--- src/rtl/boot_select.sv ---
module boot_select (
  input  logic       clk,
  input  logic       rst_n,
  input  logic       isp_pin_n,
  input  logic       pin_ignore,
  input  logic       code_valid,
  input  logic [1:0] cfg_valid,
  input  logic [1:0] cfg_if,
  input  logic       cfg_lowpwr,
  output logic [2:0] boot_target,
  output logic [1:0] isp_if,
  output logic       start_slow,
  output logic       done
);

  localparam logic [2:0] TGT_USER  = 3'b001;
  localparam logic [2:0] TGT_FIXED = 3'b010;
  localparam logic [2:0] TGT_AUTO  = 3'b100;
  localparam logic [1:0] IF_AUTO   = 2'b11;

  typedef enum logic [1:0] {S_SAMPLE, S_DECIDE, S_HOLD} state_t;
  state_t state;

  logic       pin_q, ign_q, code_q, lp_q;
  logic [1:0] vld_q, sel_q;

  logic cfg_ok, isp_req, go_isp, use_fixed;
  logic [2:0] tgt_next;
  logic [1:0] if_next;

  assign cfg_ok    = (vld_q == 2'b11);
  assign isp_req   = !ign_q && !pin_q;
  assign go_isp    = isp_req || !code_q;
  assign use_fixed = cfg_ok && (sel_q != IF_AUTO);
  assign tgt_next  = !go_isp ? TGT_USER : (use_fixed ? TGT_FIXED : TGT_AUTO);
  assign if_next   = !go_isp ? 2'b00 : (use_fixed ? sel_q : IF_AUTO);

  always_ff @(posedge clk or negedge rst_n) begin
    if (!rst_n) begin
      state       <= S_SAMPLE;
      pin_q       <= 1'b1;
      ign_q       <= 1'b0;
      code_q      <= 1'b0;
      lp_q        <= 1'b0;
      vld_q       <= 2'b00;
      sel_q       <= 2'b00;
      boot_target <= '0;
      isp_if      <= '0;
      start_slow  <= 1'b0;
      done        <= 1'b0;
    end else begin
      case (state)
        S_SAMPLE: begin
          pin_q  <= isp_pin_n;
          ign_q  <= pin_ignore;
          code_q <= code_valid;
          vld_q  <= cfg_valid;
          sel_q  <= cfg_if;
          lp_q   <= cfg_lowpwr;
          state  <= S_DECIDE;
        end
        S_DECIDE: begin
          boot_target <= tgt_next;
          isp_if      <= if_next;
          start_slow  <= cfg_ok && lp_q;
          done        <= 1'b1;
          state       <= S_HOLD;
        end
        default: done <= 1'b0;
      endcase
    end
  end

  a_r1_target_onehot0: assert property (@(posedge clk) disable iff (!rst_n)
    $onehot0(boot_target));

  a_r9_done_single: assert property (@(posedge clk) disable iff (!rst_n)
    done |=> !done);

  a_r9_done_has_target: assert property (@(posedge clk) disable iff (!rst_n)
    done |-> $countones(boot_target) == 1);

  a_r10_outputs_frozen: assert property (@(posedge clk) disable iff (!rst_n)
    (boot_target != 3'b000) |=> $stable(boot_target) && $stable(isp_if) && $stable(start_slow));

  a_r6_auto_iface: assert property (@(posedge clk) disable iff (!rst_n)
    (boot_target == TGT_AUTO) |-> isp_if == IF_AUTO);

  a_r5_fixed_iface: assert property (@(posedge clk) disable iff (!rst_n)
    (boot_target == TGT_FIXED) |-> isp_if != IF_AUTO);

  a_r4_user_iface: assert property (@(posedge clk) disable iff (!rst_n)
    (boot_target == TGT_USER) |-> isp_if == 2'b00);

endmodule

--- config.mk ---
export PLATFORM = sky130hd
export DESIGN_NAME = boot_select
export DESIGN_NICKNAME = d
export VERILOG_FILES = /design/src/rtl/boot_select.sv
export SDC_FILE = /design/constraint.sdc
export NUM_CORES = 1
export LEC_CHECK = 0
export ABC_CLOCK_PERIOD_IN_PS = 3750
export BUFFER_PORTS_ARGS = -buffer_cell sky130_fd_sc_hd__buf_4
export CAP_MARGIN = 0
export CORE_AREA = 2 2 39 41
export CTS_BUF_LIST = sky130_fd_sc_hd__clkbuf_2 sky130_fd_sc_hd__clkbuf_4 sky130_fd_sc_hd__clkbuf_8
export CTS_CLUSTER_SIZE = 28
export DETAILED_ROUTE_END_ITERATION = 10
export DIE_AREA = 0 0 41 43
export HOLD_SLACK_MARGIN = 0.06
export PLACE_DENSITY = 0.75
export SYNTH_ARGS = -nofsm -noshare
export SYNTH_HDL_FRONTEND = slang
export SYNTH_SLANG_ARGS = --single-unit
export TNS_END_PERCENT = 20
--- constraint.sdc ---
create_clock -name clk -period 3.75 [get_ports clk]
set_clock_uncertainty 0.2 [all_clocks]
set_input_delay 0.1875 -clock clk [delete_from_list [all_inputs] [get_ports clk]]
set_output_delay 0.1875 -clock clk [all_outputs]
set_load 0.01 [all_outputs]
* Yosys cells after proc, flatten, opt, wreduce, memory -nomap -nowiden
Index checks and enable logic that the tools add are counted.
Cells by class: reduce and logical (&&, ||, !) cells 9, equal/unequal tests 3, muxes and demuxes 6
Operators by type and width (count):
- $mux 3 | 2
- $mux 2 | 2
- $pmux 2 s2 | 1
- $logic_and 1x1->1 | 3
- $logic_not 1->1 | 3
- $eq 2x1->1 const B | 1
- $eq 2x2->1 const B | 1
- $logic_not 2->1 | 1
- $ne 2x2->1 const B | 1
- $pmux 1 s2 | 1
- $reduce_bool 2->1 | 1
- $logic_or 1x1->1 | 1
Storage, ports and cells: logic and storage cells 29, bits in registers 17, output and inout bits 7, input port bits 10

* Longest topological paths before layout
Gate-level depths: netlist (run 1).
word-level depth 4, depth in mapped cells 3, gate-level depth less buffers 3

* Least setup slack after synthesis (run 1)
Ideal clock, no wire load.
path type reg2reg, start register state[0], end register code_q, cell stages (with the launch flop) 3, buffers on the path 0, path slack 2.427 ns, library setup time 0.125 ns, clock period less this slack 1.323 ns, arrival 0.998 ns, required time 3.425 ns, cells stage by stage dfrtp_1 nor2_4 mux2_2
On the way: word-level cells in the longest chain between the ends 1
RTL lines:
- from (decl) | line 22 | state_t state;
- from (signal assigned) | line 40 | state <= S_SAMPLE;
- from (signal assigned) | line 60 | state <= S_DECIDE;
- from (signal assigned) | line 67 | state <= S_HOLD;
- $logic_not 2->1 | line 52 | case (state)
- to (signal assigned) | line 56 | code_q <= code_valid;
- to (decl) | line 24 | logic pin_q, ign_q, code_q, lp_q;
Every way passes these cells. A chain may end at the register's enable or synchronous reset.

* Worst setup path after layout (run 1)
start register state[0], end register vld_q[1]
On the way: word-level cells in the longest chain between the ends 1
RTL lines:
- $logic_not 2->1 | line 52
- to (signal assigned) | line 57 | vld_q <= cfg_valid;
- to (decl) | line 25 | logic [1:0] vld_q, sel_q;
Every way passes these cells.

==> impl_results.md, run 1 <==
* RSZ-0062 raised after global routing: false
* Switch share at 0.2169
* Yosys top cell by area: dfrtp_1
* Final worst path period share at 0.3759
* Worst R2R Start: state[0]
* Syn. warnings at 0
* Clk buf depth at 2
* Combinational share of power at 0.109
* Htree depth at 1
* Worst slew pin tran at 276.2 ps
* Internal at 0.0002636 W
* Area Growth Syn to Fin at 40.00%
* Highest clock rate at 0.7095 GHz
* Cell Rows at 14
* CP Cell Sequence: nor2_4, mux2_2
* Final setup fails at 0
* Seq cells post-synth at 17
* Total die area at 1763 sq um
* Initial antenna violation count at 0
* Worst hold path class: in -> async
* GPL Wtd Cong at 0.6572
* Critical Path Slowest Stage Cell: dfrtp_1
* Post-route ant nets at 0
* Grt ovf at 0
* CP startpoint: state[0]
* Number of global-route vias before repair at 471
* Leak at 0.4210 nW
* Clock net sink count at 17
* CP max FO at 9
* CP endpoint kind: flip-flop
* Die W at 41 um
* Dpl cells at 81
* Power Density at 369.6 nW/um^2
* Max-Cap Viols at 0
* CP peak stage delay at 470 ps
* Final TNS setup at 0 ps
* Total track usage at 0.1653
* Status: completed
* Wirelength per Cell at 11.71 um
* Cell count after synthesis at 49
* Core Area at 1384 sq um
* Avg Cell Area, Syn at 13.28 sq um
* CTS tree: built
* Clock Tree Root: clkbuf_4
* Routed vias at 452
* PortBufs at 16
* CP arrival at 1390 ps
* Post-Route WL at 1.101 mm
* Maximum VDD drop at 205.6 uV
* DRC at 0
* Wire length of the first global-routing pass at 2.014 mm
* Max-slew headroom at 0.8139
* Starting density of the core at 0.4702
* Num CTS Buffers at 3
* Reg power frac at 0.584
* Largest net degree at the start of global routing at 18
* Final Non-Filler Cells at 94
* DRT Pass-1 Iters at 2
* Synth Cell Area at 650.6 sq um
* Post-DP HPWL at 744.6 um
* Inserted Diodes at 0
* CP startpoint kind: flip-flop
* # IOs at 17
* NetSw at 0.00007301 W
* Clock Latency Late Sink at 280 ps
* DRT iter0 DRCs at 4
* Share of layout cells above drive strength 1 at 0.3974
* Final Hold Viols at 0
* Setup bufs post-CTS at 0
* Post-Syn Nets at 59
* Register area share after synthesis at 0.6558
* Routed vias/inst at 4.809
* Tmin final at 1409 ps
* Leading post-synthesis cells by cell area: dfrtp_1 62%, mux2_2 14%, dfstp_2 4.0%, nand2_1 2.9%, nor2_1 2.9%
* NumNets Final at 89
* Clock transition at path regs at 100 ps
* Final slew viol count at 0
* Yosys top cell area share at 0.6154
* Critical Path RT at 3730 ps
* Crit path kind: reg -> reg
* Clock share of power at 0.307
* Die Ht at 43 um
* Library cells used by synthesis at 17
==> area by class of cell <==
| cell class | count | area, sq um |
|---|---|---|
| fillers | 117 | 473.0 |
| flip-flops and latches | 17 | 426.7 |
| multi-input cells | 31 | 220.2 |
| repair buffers | 25 | 210.2 |
| clock buffers | 4 | 30.03 |
| well taps | 16 | 20.02 |
| inverters | 1 | 3.754 |
==> metrics by stage <==
step	total power, W	cell area (sq um)	worst slack, ps	utilization	hold WS [ps]
final	0.0003366	910.9	2341	0.6582	93.48
after global routing	0.0003541	910.9	2293	0.6582	105.3
after CTS	0.0003393	910.9	2330	0.6582	92.88
after detailed placement	0.0002298	790.8	2345	0.5714	-139.6
after global placement	0.0002287	790.8	2351	0.5714	-141.0
after floorplan	0.0002105	650.6	2427	-	-308.1
==> worst paths after layout <==
check | end | slack [ps] | depth (start not counted)
worst max register to register | vld_q[1] | 2340 | 2
min in group clk | start_slow | 300 | 1
worst min-delay path | done | 90 | 2
worst max-delay path | vld_q[1] | 2340 | 2
max in group asynchronous | pin_q | 3010 | 2
worst min register to register | start_slow | 300 | 1
==> flip-flops by register name (all words and copies together) (netlist names) <==
register,count
boot_target,3
code_q,1
done,1
ign_q,1
isp_if,2
lp_q,1
pin_q,1
sel_q,2
start_slow,1
state,2
vld_q,2
==> synthesized netlist by cell type <==
cell	number
nand2b_2	1
nand2_1	5
o21ai_1	3
inv_1	1
o21a_1	1
and2b_1	1
dfrtp_1	16
a31o_1	1
and2_1	1
a21oi_1	1
dfstp_2	1
xnor2_1	1
nor2_1	5
o21ai_0	1
mux2_2	8
nor2_4	1
a22o_1	1
==> power by group through the flow <==
stage           logic [W]  registers, W  clock network (W)
2_1_floorplan  0.00000895      0.000202                  0
3_3_place_gp    0.0000289      0.000200                  0
3_5_place_dp    0.0000295      0.000200                  0
4_1_cts         0.0000370      0.000197           0.000106
5_1_grt         0.0000413      0.000198           0.000115
6_report        0.0000367      0.000197           0.000103
==> kinds of logic after synthesis <==
family / Yosys count / share of synthesized area
buffers and inverters: 1 / 0.005764
XOR/XNOR: 1 / 0.01346
AND/OR/NAND/NOR: 14 / 0.1096
flip-flops: 17 / 0.6558
AO/OA/AOI/OAI: 8 / 0.07691
multiplexers: 8 / 0.1385
==> per-layer routing <==
metal  part of all wire  GRT usage  vias to the layer above  wire length (um)
li1                   -          -                      225                 -
met2               0.53     0.2563                       10               583
met1               0.44     0.2215                      217               482
met3              0.032    0.01571                        0                35
met4                  0    0.08000                        0                 0
met5                  0          0                        -                 0
==> worst max-delay path, delay by kind of cell, from the launching register on <==
family / cells / cell delay [ps]
muxes: 1 / 360
DFF: 1 / 470
and+or+nand+nor: 1 / 270
==> what timing repair did <==
item,4_1_cts,5_1_grt
gates resized for setup,0,0
hold endpoints to repair,25,0
hold buffers,9,0
endpoints found under the setup margin,0,0
==> layout by cell type (no fill, tap or decap), types with 3 or more instances in the layout <==
cell           instances
clkbuf_4               4
dlygate4sd3_1          9
nor2_1                 5
nand2_1                5
o21ai_1                3
buf_4                 16
dfrtp_1               16
mux2_2                 8
Power figures use the tool's default switching activity.
==> run 2: changes to the inputs <==
- ABC_CLOCK_PERIOD_IN_PS: 3750 -> 1400
- clock period: 3.75 -> 1.4 ns (I/O delays scaled with it)
==> run 2 against run 1 <==
Against the previous run:
- core utilization increased by 1.8 points
- setup slack got worse by 2300 ps
- clock-buffer cell count unchanged
- routed wire length increased by 15%
- final cell count increased by 3.2%
- hold slack improved by 200 ps
- register-to-register slack got worse by 2300 ps
- maximum frequency increased by 3.2%
- global-route usage increased by 1.4 points
- critical path depth increased by 2
- sequential share of layout area decreased by 1.1 points
==> impl_results.md, run 2 (same netlist as run 1, synthesis figures left out) <==
* Worst R2R Start: state[0]
* Number of flip-flops in the largest register at 3 (unchanged)
* Most frequent cells in the layout: 17 x buf_4, 15 x dfrtp_1, 10 x dlygate4sd3_1
* # IOs at 17 (unchanged)
* Max-Cap Viols at 0 (unchanged)
* GPL Wtd Cong at 0.6603 (+0.47%)
* Post-route ant nets at 0 (unchanged)
* Worst hold path class: reg -> reg
* Crit path kind: reg -> reg
* CP startpoint kind: flip-flop
* Busiest grt layer: met2
* Clock Latency Late Sink at 280 ps (about the same)
* Routed vias at 469 (+3.8%)
* Total die area at 1763 sq um (unchanged)
* Final TNS setup at 0 ps (unchanged)
* Worst slew pin tran at 242.2 ps (-33.99 ps)
* Number of fill cells at 97 (-17%)
* Tmin final at 1366 ps (-43.15 ps)
* Number of global-route vias before repair at 443 (-5.9%)
* Fin worst setup slack at 33.66 ps (-2307 ps)
* Setup bufs post-CTS at 0 (unchanged)
* Post-DP HPWL at 790.5 um (+6.2%)
* Maximum VDD drop at 567.7 uV (+180%)
* CP endpoint kind: flip-flop
* DRC at 0 (unchanged)
* Htree depth at 1 (unchanged)
* Grt ovf at 0 (unchanged)
* Seq. cell area at 427.9 sq um (+0.29%)
* Wirelength per Cell at 13.05 um (+11%)
* CP startpoint: state[0]
* Wire length of the first global-routing pass at 2.021 mm (+0.35%)
* Total track usage at 0.1794 (+0.01408)
* Post-Route WL at 1.266 mm (+15%)
* DRT iter0 DRCs at 3 (-1)
* Hold Crit Start: boot_target[2]
* M1 GR Usage at 0.2386 (+0.01714)
* Worst reg2reg path endpoint: boot_target[1]
* Largest net degree at the start of global routing at 18 (unchanged)
* Final worst path period share at 0.9760 (+0.6001)
* Routed vias/inst at 4.835 (+0.55%)
* Max-slew headroom at 0.8368 (+0.02290)
* Critical Path RT at 1380 ps (-2350 ps)
* R2r setup slk at 30 ps (-2310 ps)
* Final Hold Viols at 0 (unchanged)
* Critical Path Slowest Stage Cell: dfrtp_1
* Share of layout cells above drive strength 1 at 0.4198 (+0.02232)
* Clock net sink count at 17 (unchanged)
* Power Density at 965.3 nW/um^2 (+160%)
* Final slew viol count at 0 (unchanged)
* Die Ht at 43 um (unchanged)
* Clock transition at path regs at 90 ps (about the same)
* CTS tree: built
* DRT Pass-1 Iters at 2 (unchanged)
* PortBufs at 16 (unchanged)
* Delay-heaviest family, CP: flip-flops
* Biggest register: boot_target
* Met2 usage at 0.2656 (+0.009375)
* Final setup fails at 0 (unchanged)
* CP Cell Sequence: buf_4, nand2b_2, and2_1, a31o_1
* CP max FO at 6 (-3)
* Buf/Inv on CP at 1 (+1)
* Core Area at 1384 sq um (unchanged)
* CP peak stage delay at 450 ps (-20 ps)
* Die W at 41 um (unchanged)
* Status: completed
* Starting density of the core at 0.4702 (unchanged)
* Initial antenna violation count at 0 (unchanged)
* Area Growth Syn to Fin at 43.85%
* Clk buf depth at 2 (unchanged)
* Most common cell after layout, fill and taps aside: buf_4
* Inserted Diodes at 0 (unchanged)
* Num CTS Buffers at 3 (unchanged)
* Clock Tree Root: clkbuf_4
* NumNets Final at 92 (+3.4%)
* Hold Crit Endpoint: boot_target[2]
* Worst Hold Path Cells at 2
* Met3 usage at 0.01571 (unchanged)
* Cell Rows at 14 (unchanged)
* Highest clock rate at 0.7319 GHz (+3.2%)
* Pre-CTS WS at 29.77 ps (-2315 ps)
* Reg2reg path depth at 4 (+2)
* Area of the multi-input gates at 226.5 sq um (+2.8%)
* Leak at 0.4311 nW (+2.4%)
* RSZ-0062 raised after global routing: false
* CP arrival at 1350 ps (-40 ps)
## run 2: layout make-up
cell class,instances,area share
sequential,17,0.4572
timing repair buffer,27,0.2433
multi-input combinational,32,0.2420
clock buffer,4,0.03209
tap,16,0.02139
inverter,1,0.004011
## run 2: how the worst max path moves through the flow
stage / slack [ps] / cells after the start / to
after floorplan: 80 / 2 / code_q
after global placement: 50 / 2 / code_q
after detailed placement: 30 / 2 / sel_q[1]
after CTS: 10 / 2 / sel_q[1]
after global routing: 2 / 3 / boot_target[1]
final: 30 / 4 / boot_target[1]
## run 2: power breakdown
group | leakage (nW) | switching (W) | internal, W
Combinational | 0.211 | 0.0000375 | 0.0000634
Clock | 0.0184 | 0.000144 | 0.000130
Sequential | 0.202 | 0.0000134 | 0.000515
Total | 0.431 | 0.000195 | 0.000708
## run 2: worst register-to-register path, stage by stage, from the launching register on
cell,delay [ps]
dfrtp_1,450
buf_4,170
nand2b_2,100
and2_1,170
a31o_1,180
## run 2: timing repair
item	4_1_cts	5_1_grt
setup endpoints to repair	0	8
endpoints found under the hold margin	25	0
resized for setup	0	1
hold buffers	10	0
## run 2: metal layers
layer  vias to the layer above  routed length (um)
met5                         -                   0
met4                         0                  31
met3                         4                  35
met2                        12                 650
met1                       221                 549
li1                        232                   -
## run 2: per-stage QoR
stage               instances  power [W]  hold slack, ps  utilization  instance area, sq um
floorplan                  49  0.0005639          -425.6            -                 650.6
global placement           82  0.0006124          -259.1       0.5769                 798.3
detailed placement         82  0.0006155          -257.0       0.5769                 798.3
CTS                        96  0.0009116           306.1       0.6709                 928.4
global route               97  0.0009450           334.2       0.6763                 935.9
finish                     97  0.0009035           298.1       0.6763                 935.9
